<file path="config.mk">
export PLATFORM = sky130hd
export DESIGN_NAME = lenframe_rx
export DESIGN_NICKNAME = d
export VERILOG_FILES = /design/src/rtl/lfr_pkg.sv /design/src/rtl/lfr_sync.sv /design/src/rtl/lfr_buffer.sv /design/src/rtl/lfr_satcnt.sv /design/src/rtl/lfr_dwell.sv /design/src/rtl/lfr_ctrl.sv /design/src/rtl/lenframe_rx.sv
export SDC_FILE = /design/constraint.sdc
export NUM_CORES = 1
export LEC_CHECK = 0
export BUFFER_PORTS_ARGS = -buffer_cell sky130_fd_sc_hd__buf_4
export CAP_MARGIN = 20
export CORE_ASPECT_RATIO = 0.8
export CORE_UTILIZATION = 38
export DETAILED_ROUTE_END_ITERATION = 10
export GPL_ROUTABILITY_DRIVEN = 0
export HOLD_SLACK_MARGIN = 0.15
export PLACE_DENSITY = 0.55
export REMOVE_ABC_BUFFERS = 1
export SETUP_SLACK_MARGIN = 0.05
export SLEW_MARGIN = 15
export SYNTH_ARGS = -nofsm -noshare
export SYNTH_HDL_FRONTEND = slang
export SYNTH_SLANG_ARGS = --single-unit
</file>
<file path="constraint.sdc">
create_clock -name clk -period 3.9 [get_ports clk]
set_input_delay 0.39 -clock clk [delete_from_list [all_inputs] [get_ports clk]]
set_output_delay 0.39 -clock clk [all_outputs]
set_load 0.05 [all_outputs]
</file>
<file path="src/rtl/lfr_pkg.sv">
package lfr_pkg;
  typedef enum logic [1:0] {
    ST_IDLE  = 2'd0,
    ST_READ  = 2'd1,
    ST_SKIP  = 2'd2,
    ST_READY = 2'd3
  } lfr_state_e;

  localparam int NCNT     = 4;
  localparam int CI_IO    = 0;
  localparam int CI_NOBUF = 1;
  localparam int CI_SIZE  = 2;
  localparam int CI_PKT   = 3;

  localparam int DWELL_W  = 8;
endpackage

</file>
<file path="src/rtl/lfr_sync.sv">
module lfr_sync #(
  parameter int   STAGES  = 2,
  parameter logic RST_VAL = 1'b1
) (
  input  logic clk,
  input  logic rst,
  input  logic d,
  output logic q
);
  logic [STAGES-1:0] chain;

  always_ff @(posedge clk) begin
    if (rst) chain <= {STAGES{RST_VAL}};
    else     chain <= {chain[STAGES-2:0], d};
  end

  assign q = chain[STAGES-1];
endmodule

</file>
<file path="src/rtl/lfr_buffer.sv">
module lfr_buffer #(
  parameter int DEPTH = 32,
  localparam int AW = $clog2(DEPTH)
) (
  input  logic          clk,
  input  logic          we,
  input  logic [AW-1:0] waddr,
  input  logic [7:0]    wdata,
  input  logic [AW-1:0] raddr,
  output logic [7:0]    rdata
);
  logic [7:0] mem [DEPTH];

  always_ff @(posedge clk) begin
    if (we) mem[waddr] <= wdata;
    rdata <= mem[raddr];
  end
endmodule

</file>
<file path="src/rtl/lfr_satcnt.sv">
module lfr_satcnt #(
  parameter int W = 16
) (
  input  logic         clk,
  input  logic         rst,
  input  logic         inc,
  output logic [W-1:0] cnt
);
  always_ff @(posedge clk) begin
    if (rst)                   cnt <= '0;
    else if (inc && cnt != '1) cnt <= cnt + W'(1);
  end

  AST_SAT_HOLD: assert property (@(posedge clk) disable iff (rst)
    (cnt == '1) |=> (cnt == '1));

  AST_CNT_STEP: assert property (@(posedge clk) disable iff (rst)
    (cnt != $past(cnt)) |-> (cnt == $past(cnt) + W'(1)));
endmodule

</file>
<file path="src/rtl/lfr_dwell.sv">
module lfr_dwell #(
  parameter int W = 8
) (
  input  logic         clk,
  input  logic         rst,
  input  logic         restart,
  output logic [W-1:0] dwell
);
  always_ff @(posedge clk) begin
    if (rst || restart)    dwell <= '0;
    else if (dwell != '1)  dwell <= dwell + W'(1);
  end

  AST_DWELL_SAT: assert property (@(posedge clk) disable iff (rst)
    (dwell == '1 && !restart) |=> (dwell == '1));
endmodule

</file>
<file path="src/rtl/lfr_ctrl.sv">
module lfr_ctrl
  import lfr_pkg::*;
#(
  parameter int DEPTH = 32,
  localparam int AW = $clog2(DEPTH),
  localparam int LW = $clog2(DEPTH + 1),
  localparam int NW = (LW > 9) ? LW : 9
) (
  input  logic            clk,
  input  logic            rst,
  input  logic            attn_s,
  input  logic            rx_valid,
  input  logic [7:0]      rx_data,
  input  logic            rx_bad,
  input  logic            frame_ack,
  output logic            wr_en,
  output logic [AW-1:0]   wr_addr,
  output lfr_state_e      state_q,
  output logic            state_chg,
  output logic [LW-1:0]   used_q,
  output logic [NCNT-1:0] inc
);
  lfr_state_e    state_d;
  logic [LW-1:0] used_d;
  logic [NW-1:0] left_q, left_d, left_dec, need;
  logic          attn_prev, fall;

  assign fall     = attn_prev & ~attn_s;
  assign left_dec = left_q - NW'(1);
  assign need     = NW'(rx_data) + NW'(1);
  assign wr_addr  = used_q[AW-1:0];

  always_comb begin
    state_d = state_q;
    used_d  = used_q;
    left_d  = left_q;
    wr_en   = 1'b0;
    inc     = '0;
    unique case (state_q)
      ST_IDLE: begin
        if (rx_valid) begin
          state_d = ST_SKIP;
          if (rx_bad) inc[CI_IO]    = 1'b1;
          else        inc[CI_NOBUF] = 1'b1;
        end else if (fall) begin
          state_d = ST_READ;
          used_d  = '0;
          left_d  = NW'(DEPTH - 1);
        end
      end
      ST_READ: begin
        if (rx_valid) begin
          if (rx_bad) begin
            inc[CI_IO] = 1'b1;
            state_d    = ST_SKIP;
          end else begin
            wr_en  = 1'b1;
            used_d = used_q + LW'(1);
            left_d = left_dec;
            if (left_dec == '0) begin
              state_d = ST_READY;
            end else if (used_q == LW'(1)) begin
              if (need >= left_dec) begin
                inc[CI_SIZE] = 1'b1;
                state_d      = ST_SKIP;
              end else begin
                left_d = need;
              end
            end
          end
        end
      end
      ST_SKIP: begin
        if (attn_s) state_d = ST_IDLE;
      end
      ST_READY: begin
        if (rx_valid) begin
          state_d = ST_SKIP;
          if (rx_bad) inc[CI_IO]    = 1'b1;
          else        inc[CI_NOBUF] = 1'b1;
        end else if (frame_ack) begin
          state_d     = ST_IDLE;
          inc[CI_PKT] = 1'b1;
        end
      end
      default: state_d = ST_IDLE;
    endcase
  end

  assign state_chg = (state_d != state_q);

  always_ff @(posedge clk) begin
    if (rst) begin
      state_q   <= ST_IDLE;
      used_q    <= '0;
      left_q    <= '0;
      attn_prev <= 1'b1;
    end else begin
      state_q   <= state_d;
      used_q    <= used_d;
      left_q    <= left_d;
      attn_prev <= attn_s;
    end
  end

  AST_READ_ENTRY: assert property (@(posedge clk) disable iff (rst)
    (state_q == ST_READ && $past(state_q) != ST_READ)
      |-> ($past(state_q) == ST_IDLE && $past(fall)));

  AST_SKIP_LEAVE: assert property (@(posedge clk) disable iff (rst)
    ($past(state_q) == ST_SKIP && state_q != ST_SKIP)
      |-> (state_q == ST_IDLE && $past(attn_s)));

  AST_READY_HOLD: assert property (@(posedge clk) disable iff (rst)
    (state_q == ST_READY && !frame_ack && !rx_valid) |=> (state_q == ST_READY));

  AST_SPACE_BOUND: assert property (@(posedge clk) disable iff (rst)
    (state_q == ST_READ) |-> (left_q != '0 && used_q < LW'(DEPTH)));

  AST_ONE_EVENT: assert property (@(posedge clk) disable iff (rst)
    $onehot0(inc));
endmodule

</file>
<file path="src/rtl/lenframe_rx.sv">
module lenframe_rx
  import lfr_pkg::*;
#(
  parameter int DEPTH = 32,
  parameter int CNT_W = 16,
  localparam int AW = $clog2(DEPTH),
  localparam int LW = $clog2(DEPTH + 1)
) (
  input  logic             clk,
  input  logic             rst,
  input  logic             attn_n,
  input  logic             rx_valid,
  input  logic [7:0]       rx_data,
  input  logic             rx_ferr,
  input  logic             rx_perr,
  input  logic             rx_oerr,
  input  logic             frame_ack,
  input  logic [AW-1:0]    rd_addr,
  output logic [7:0]       rd_data,
  output logic             frame_ready,
  output logic [LW-1:0]    frame_len,
  output logic [CNT_W-1:0] cnt_io,
  output logic [CNT_W-1:0] cnt_nobuf,
  output logic [CNT_W-1:0] cnt_size,
  output logic [CNT_W-1:0] cnt_pkts,
  output logic [1:0]       state_o,
  output logic [7:0]       dwell
);
  logic            attn_s;
  logic            wr_en, state_chg;
  logic [AW-1:0]   wr_addr;
  lfr_state_e      state_q;
  logic [NCNT-1:0] inc;
  logic [CNT_W-1:0] cnt_arr [NCNT];

  lfr_sync #(.STAGES(2), .RST_VAL(1'b1)) u_sync (
    .clk(clk), .rst(rst), .d(attn_n), .q(attn_s)
  );

  lfr_ctrl #(.DEPTH(DEPTH)) u_ctrl (
    .clk(clk), .rst(rst), .attn_s(attn_s),
    .rx_valid(rx_valid), .rx_data(rx_data),
    .rx_bad(rx_ferr | rx_perr | rx_oerr),
    .frame_ack(frame_ack),
    .wr_en(wr_en), .wr_addr(wr_addr),
    .state_q(state_q), .state_chg(state_chg),
    .used_q(frame_len), .inc(inc)
  );

  lfr_buffer #(.DEPTH(DEPTH)) u_buf (
    .clk(clk), .we(wr_en), .waddr(wr_addr), .wdata(rx_data),
    .raddr(rd_addr), .rdata(rd_data)
  );

  for (genvar g = 0; g < NCNT; g++) begin : g_cnt
    lfr_satcnt #(.W(CNT_W)) u_cnt (
      .clk(clk), .rst(rst), .inc(inc[g]), .cnt(cnt_arr[g])
    );
  end

  lfr_dwell #(.W(DWELL_W)) u_dwell (
    .clk(clk), .rst(rst), .restart(state_chg), .dwell(dwell)
  );

  assign cnt_io      = cnt_arr[CI_IO];
  assign cnt_nobuf   = cnt_arr[CI_NOBUF];
  assign cnt_size    = cnt_arr[CI_SIZE];
  assign cnt_pkts    = cnt_arr[CI_PKT];
  assign state_o     = state_q;
  assign frame_ready = (state_q == ST_READY);

  AST_DWELL_CLEAR: assert property (@(posedge clk) disable iff (rst)
    (state_q != $past(state_q)) |-> (dwell == '0));

  AST_PKT_ON_ACK: assert property (@(posedge clk) disable iff (rst)
    (cnt_pkts != $past(cnt_pkts)) |-> ($past(state_q) == ST_READY && $past(frame_ack)));
endmodule

</file>
Yosys cells after proc, flatten, opt, wreduce, memory -nomap -nowiden
Memories as Yosys holds them, arrays and structs flattened. A register that Yosys moved wholly into a read port is not among the register bits.
Cells that the tools add are included.

operators by class
  $add $sub $neg = 8
  $lt $le $gt $ge = 1
  equality and inequality tests = 14
  multiplexer cells = 43
  bitwise logic cells = 4
  reductions and logical operators = 10

operators with widths
  kind                                                    count
  adder 16 x 1 -> 16 bit (second input constant)          4
  inequality test 16 bit (second input constant)          4
  2-to-1 mux 9 bit                                        7
  2-to-1 mux 6 bit                                        4
  2-to-1 mux 2 bit                                        11
  one-hot mux 9 bit (2 select lines)                      1
  2-to-1 mux 1 bit                                        17
  one-hot mux 6 bit (2 select lines)                      1
  adder 8 x 1 -> 9 bit (second input constant)            1
  greater-or-equal comparator 9 bit                       1
  zero test 9 bit                                         1
  subtractor 9 x 1 -> 9 bit (second input constant)       1
  adder 8 x 1 -> 8 bit (second input constant)            1
  inequality test 8 bit (second input constant)           1
  one-hot mux 2 bit (4 select lines)                      1
  adder 6 x 1 -> 6 bit (second input constant)            1
  == test 6 x 1 -> 1 bit (second input constant)          1
  inequality test 2 bit (second input constant)           3
  AND reduction 5 bit                                     1
  == test 2 bit (second input constant)                   2
  logical AND 1 bit                                       4
  == test 2 x 1 -> 1 bit (second input constant)          1
  zero test 2 bit                                         1
  inequality test 2 x 1 -> 1 bit (second input constant)  1
  other kinds (8)                                         9

word-level totals
  bits in registers = 92
  bits in writable memories = 256
  word-level logic and storage cells = 91
  memories = 1

memory list
  name       depth  width  read ports  clocked after Yosys merged registers in  write ports  line              text
  u_buf.mem  32     8      1           1                                        1            lfr_buffer.sv:12  logic [7:0] mem [DEPTH];

Longest topological paths before layout
  depth in word-level cells = 10
  depth in mapped cells = 15
  depth with buffers taken out = 13

By module
From an unflattened synthesis, not the netlist that was laid out.

unflattened totals
  cell total of the unflattened synthesis = 1075
  area total of the unflattened synthesis = 15563.7 µm²

modules (own cells, without submodules)
  module       times used  cells each  area each (µm²)  seq. area each (µm²)
  lfr_buffer   1           417         10053.4          7847.5
  lfr_satcnt   4           99          848.3            320.3
  lfr_ctrl     1           206         1629.1           360.3
  lfr_dwell    1           50          422.9            160.2
  lfr_sync     1           4           52.6             40.0
  lenframe_rx  1           2           12.5             0.0

Least setup slack after synthesis
OpenSTA, ideal clock, no wires.

  path type = reg2reg
  from = reg u_ctrl.left_q[2]
  to = reg g_cnt[2].u_cnt.cnt[7]
  data arrival time = 3138 ps
  path slack = 639 ps
  stages on the path, launching flop included = 13
  path buffers = 2
  cell sequence = dfxtp_1 buf_2 or2_1 or4_1 and2_1 ha_1 o2111ai_1 o21a_1 a211oi_1 o211ai_1 buf_2 a2111oi_0 mux2_1

between the ends
  cells in the longest elaborated chain, start to end = 9
  elaborated cells on any way between the ends = 10

RTL lines
  item                               line              text
  start: declaration                 lfr_ctrl.sv:25    logic [NW-1:0] left_q, left_d, left_dec, need;
  start signal: assignment           lfr_ctrl.sv:101   left_q <= left_d;
  subtractor 9 x 1 -> 9 bit *        lfr_ctrl.sv:29    assign left_dec = left_q - NW'(1);
  greater-or-equal comparator 9 bit  lfr_ctrl.sv:63    if (need >= left_dec) begin
  2-to-1 mux 1 bit                   lfr_ctrl.sv:63
  2-to-1 mux 1 bit                   lfr_ctrl.sv:62    end else if (used_q == LW'(1)) begin
  2-to-1 mux 1 bit *                 lfr_ctrl.sv:60    if (left_dec == '0) begin
  2-to-1 mux 1 bit *                 lfr_ctrl.sv:53    if (rx_bad) begin
  2-to-1 mux 1 bit *                 lfr_ctrl.sv:52    if (rx_valid) begin
  2-to-1 mux 1 bit *                 lfr_ctrl.sv:39    unique case (state_q)
  logical AND 1 bit *                lfr_satcnt.sv:11  else if (inc && cnt != '1) cnt <= cnt + W'(1);
  end signal: assignment             lfr_satcnt.sv:11
  end: declaration                   lfr_satcnt.sv:7   output logic [W-1:0] cnt

Mark *: on every way between the ends. The rest lies on a longest branch, timed or not.
A chain may end at the register's enable or synchronous reset.

Worst setup path after layout
  from = reg u_ctrl.left_q[0]
  to = reg g_cnt[2].u_cnt.cnt[7]

Same word-level chain as after synthesis.

==> metrics <==
synthesized flop and latch total between 300 and 400; Unique masters post-synth 67; Setup crit end kind flip-flop; Routed Antenna Nets 0; GRT Resource Usage Total approximately 18%; htree depth 2; sequential fraction of the synthesis area 63.47%; Die Y 181.3 µm; peak supply drop ~0.3 mV; vias in the first global route just over 9,000; Synth area leader edfxtp_1; post-detailed-routing wire length ~36,000 µm; Static Leak roughly 6.3 nW; min cycle time layout 3558 ps; wire per inst 20.14 µm; slowest cell delay on critical path between 400 and 500 ps; commonest cells in the netlist 256 x edfxtp_1, 130 x nor2_1, 100 x dfxtp_1; CTS tree yes; I/O Pins between 100 and 150; Top Usage Layer GRT met2; critical path, cell by cell inv_1 -> ha_1 -> inv_1 -> or2_2 -> xor2_1 -> ha_1 -> o2111ai_1 -> o21a_1 -> a211oi_1 -> o211ai_1 -> buf_12 -> a2111oi_0 -> mux2_1; post-layout util between 40% and 50%; internal power around 0.0065 W; type of origin of the critical path flip-flop; largest net degree at the start of global routing 65; Post-synth ARST share 0%; final setup fails 0; pre-CTS setup slack about 350 ps; GR Util met3 2.976%; TritonCTS Buffers 38; Hold Path Class input port to flip-flop; status finished, final reports clean; max-slew violations 0; Net Sw Frac 21.87%; Worst EP required between 4000 and 5000 ps; Clk pwr share ~45%; post-synth top area share roughly half; fillcell total 3,544; Finished Layout Cells between 1,500 and 2,000; Pre-Repair DR Iteration Count 5; Num Clock Sinks approximately 360; clock skew about 13 ps; n_diodes 0; pwr/cell area ~460 nW/µm²; Net Sw Power between 0.0015 and 0.002 W; met2 Track Usage GR 26.82%; Worst slew margin between 30 and 40%; DRC 0; buffers added on ports approximately 110; share of power burned in registers between 40% and 50%; initial antenna violation count 0; total core area between 30,000 and 40,000 µm²; Ys Warns 0; clock tree buffer depth 3; P&R area growth vs syn 19.91%; full die area about 41,000 µm²; critical path depth in cells 13; unrepaired setup endpoints after global routing false; Combinational Power Share around 6%; Gates resized, CTS repair 0; slew of the pin with the lowest slew margin between 900 and 1000 ps; crit share post-route approximately nine tenths; via count 9,266; clk_lat worst skew ~540 ps; slowest CP cell a2111oi_0; Worst-path clk slew ~60 ps; Hold Fails Final Rpt 0; Std-Cell Rows 65; Post-synth top flop edfxtp_1; top cells by area, synth edfxtp_1 50%, dfxtp_1 13%, mux4_2 12%; clk root buf clkbuf_16; Syn Inst Count roughly 1,100; most common cell in the synthesized netlist edfxtp_1; Total Power 0.008362 W; starting density of the core 38.63%; R2R depth 13; mapped cell area ~15,000 µm²; Post-synth EDFFs between 200 and 300; Crit Path Class flip-flop to flip-flop; f_max ~0.28 GHz; hpwl dp roughly 24,000 µm; Syn Area/Cell 14.48 µm²; crit-path max FO 29; DR vias/cell ~5.2; fin worst setup slack 342.1 ps; first-pass GRT wire length between 50,000 and 60,000 µm; critical path arrival a little under 4000 ps; worst path bufs/invs 3; die width 226.1 µm; layout cell share with drive strength beyond 1 25.91%; WHS Path Cells 2; Placed Instances roughly 1,700; Max-Cap Viols 0; Top Family by Delay on Critical Path compound AO/OA/AOI/OAI gates; Iter 0 DRT Violations approximately 540; GRT overflow 0; GR Util met1 between 20% and 30%; Nets ~1,300
-- power groups by stage --
stage	Sequential (W)	Clock [W]	Combinational (W)
final	0.00408	0.00378	0.000498
after global routing	0.00408	0.00401	0.000538
after CTS	0.00408	0.00388	0.000508
after detailed placement	0.00417	0	0.000503
after global placement	0.00417	0	0.000498
after floorplan	0.00422	0	0.000205
-- cells in the final DEF, fill, tap and decap left out, types with 5 or more instances in the layout --
cell,n
edfxtp_1,256
ha_1,23
mux2i_1,6
a31oi_1,7
nand2b_1,9
clkbuf_16,39
bufinv_16,6
buf_4,156
mux2_1,15
clkbuf_1,8
mux4_2,80
nor2_1,130
nand3b_1,6
nor4_1,8
and3_1,11
xnor2_1,22
nand3_1,33
a211oi_1,7
a21oi_1,27
or2_2,6
clkinv_2,8
dfxtp_1,100
nor2b_1,22
mux2_2,8
o21ai_0,7
nor3_1,16
and4_1,10
xor2_1,37
o211ai_1,5
or3_1,8
inv_1,8
o21bai_1,7
nand2_1,58
nand4_1,24
-- state kept, by name (all words and copies together), names as in the netlist, 2 cells and up --
name / cells
u_ctrl.state_q: 2
g_cnt.u_cnt.cnt: 64
u_dwell.dwell: 8
u_buf.mem: 256
u_buf.rdata: 8
u_ctrl.left_q: 9
u_sync.chain: 2
u_ctrl.used_q: 6
-- cells by family (layout without fill, tap and decap cells) --
kind of cell | after synthesis | count (layout) | synth area share (%)
and+or+nand+nor | 361 | 361 | 11.79
DFF | 356 | 356 | 63.46
muxes | 109 | 109 | 13.89
AOI/OAI and AO/OA | 91 | 91 | 4.188
xor gates and xnor gates | 59 | 59 | 3.385
buffers and inverters | 55 | 240 | 1.401
adders and majority gates | 23 | 23 | 1.885
-- final timing paths --
path / start / endpoint / slack (ps)
worst max-delay path: u_ctrl.left_q[0] / g_cnt[2].u_cnt.cnt[7] / 340
worst min-delay path: rd_addr[4] / u_buf.rdata[3] / 190
worst max register to register: u_ctrl.left_q[0] / g_cnt[2].u_cnt.cnt[7] / 340
worst min register to register: u_sync.chain[0] / u_sync.chain[1] / 420
-- per-layer routing --
metal | part of all wire, % | vias up
met5 | 0 | -
met4 | 1.9 | 0
met3 | 4.8 | 47
met2 | 45 | 233
met1 | 49 | 4625
li1 | - | 4361
-- through the flow --
stage,instance area [µm²],hold WS (ps),setup TNS (ps)
floorplan,15090,389.5,-170.7
global placement,16980,394.6,0
detailed placement,16980,397.4,0
CTS,18310,164.7,0
global route,18310,174.6,0
finish,18310,185.4,0
-- final cells by class --
type                    instances  area (µm²)  area share (%)
repair buffers                161        1241           6.780
clock inverters                22       281.5           1.538
inverters                       9       33.78          0.1845
clock buffers                  48        1020           5.570
flip-flops and latches        356        9689           52.93
well taps                     536       670.6           3.663
multi-input cells             643        5370           29.33
-- timing repair --
item / 4_1_cts / 5_1_grt
buffers inserted: 0 / 0
hold endpoints to repair: 9 / 0
hold buffers: 3 / 0
Note: power is estimated with default switching activity, not from simulation.
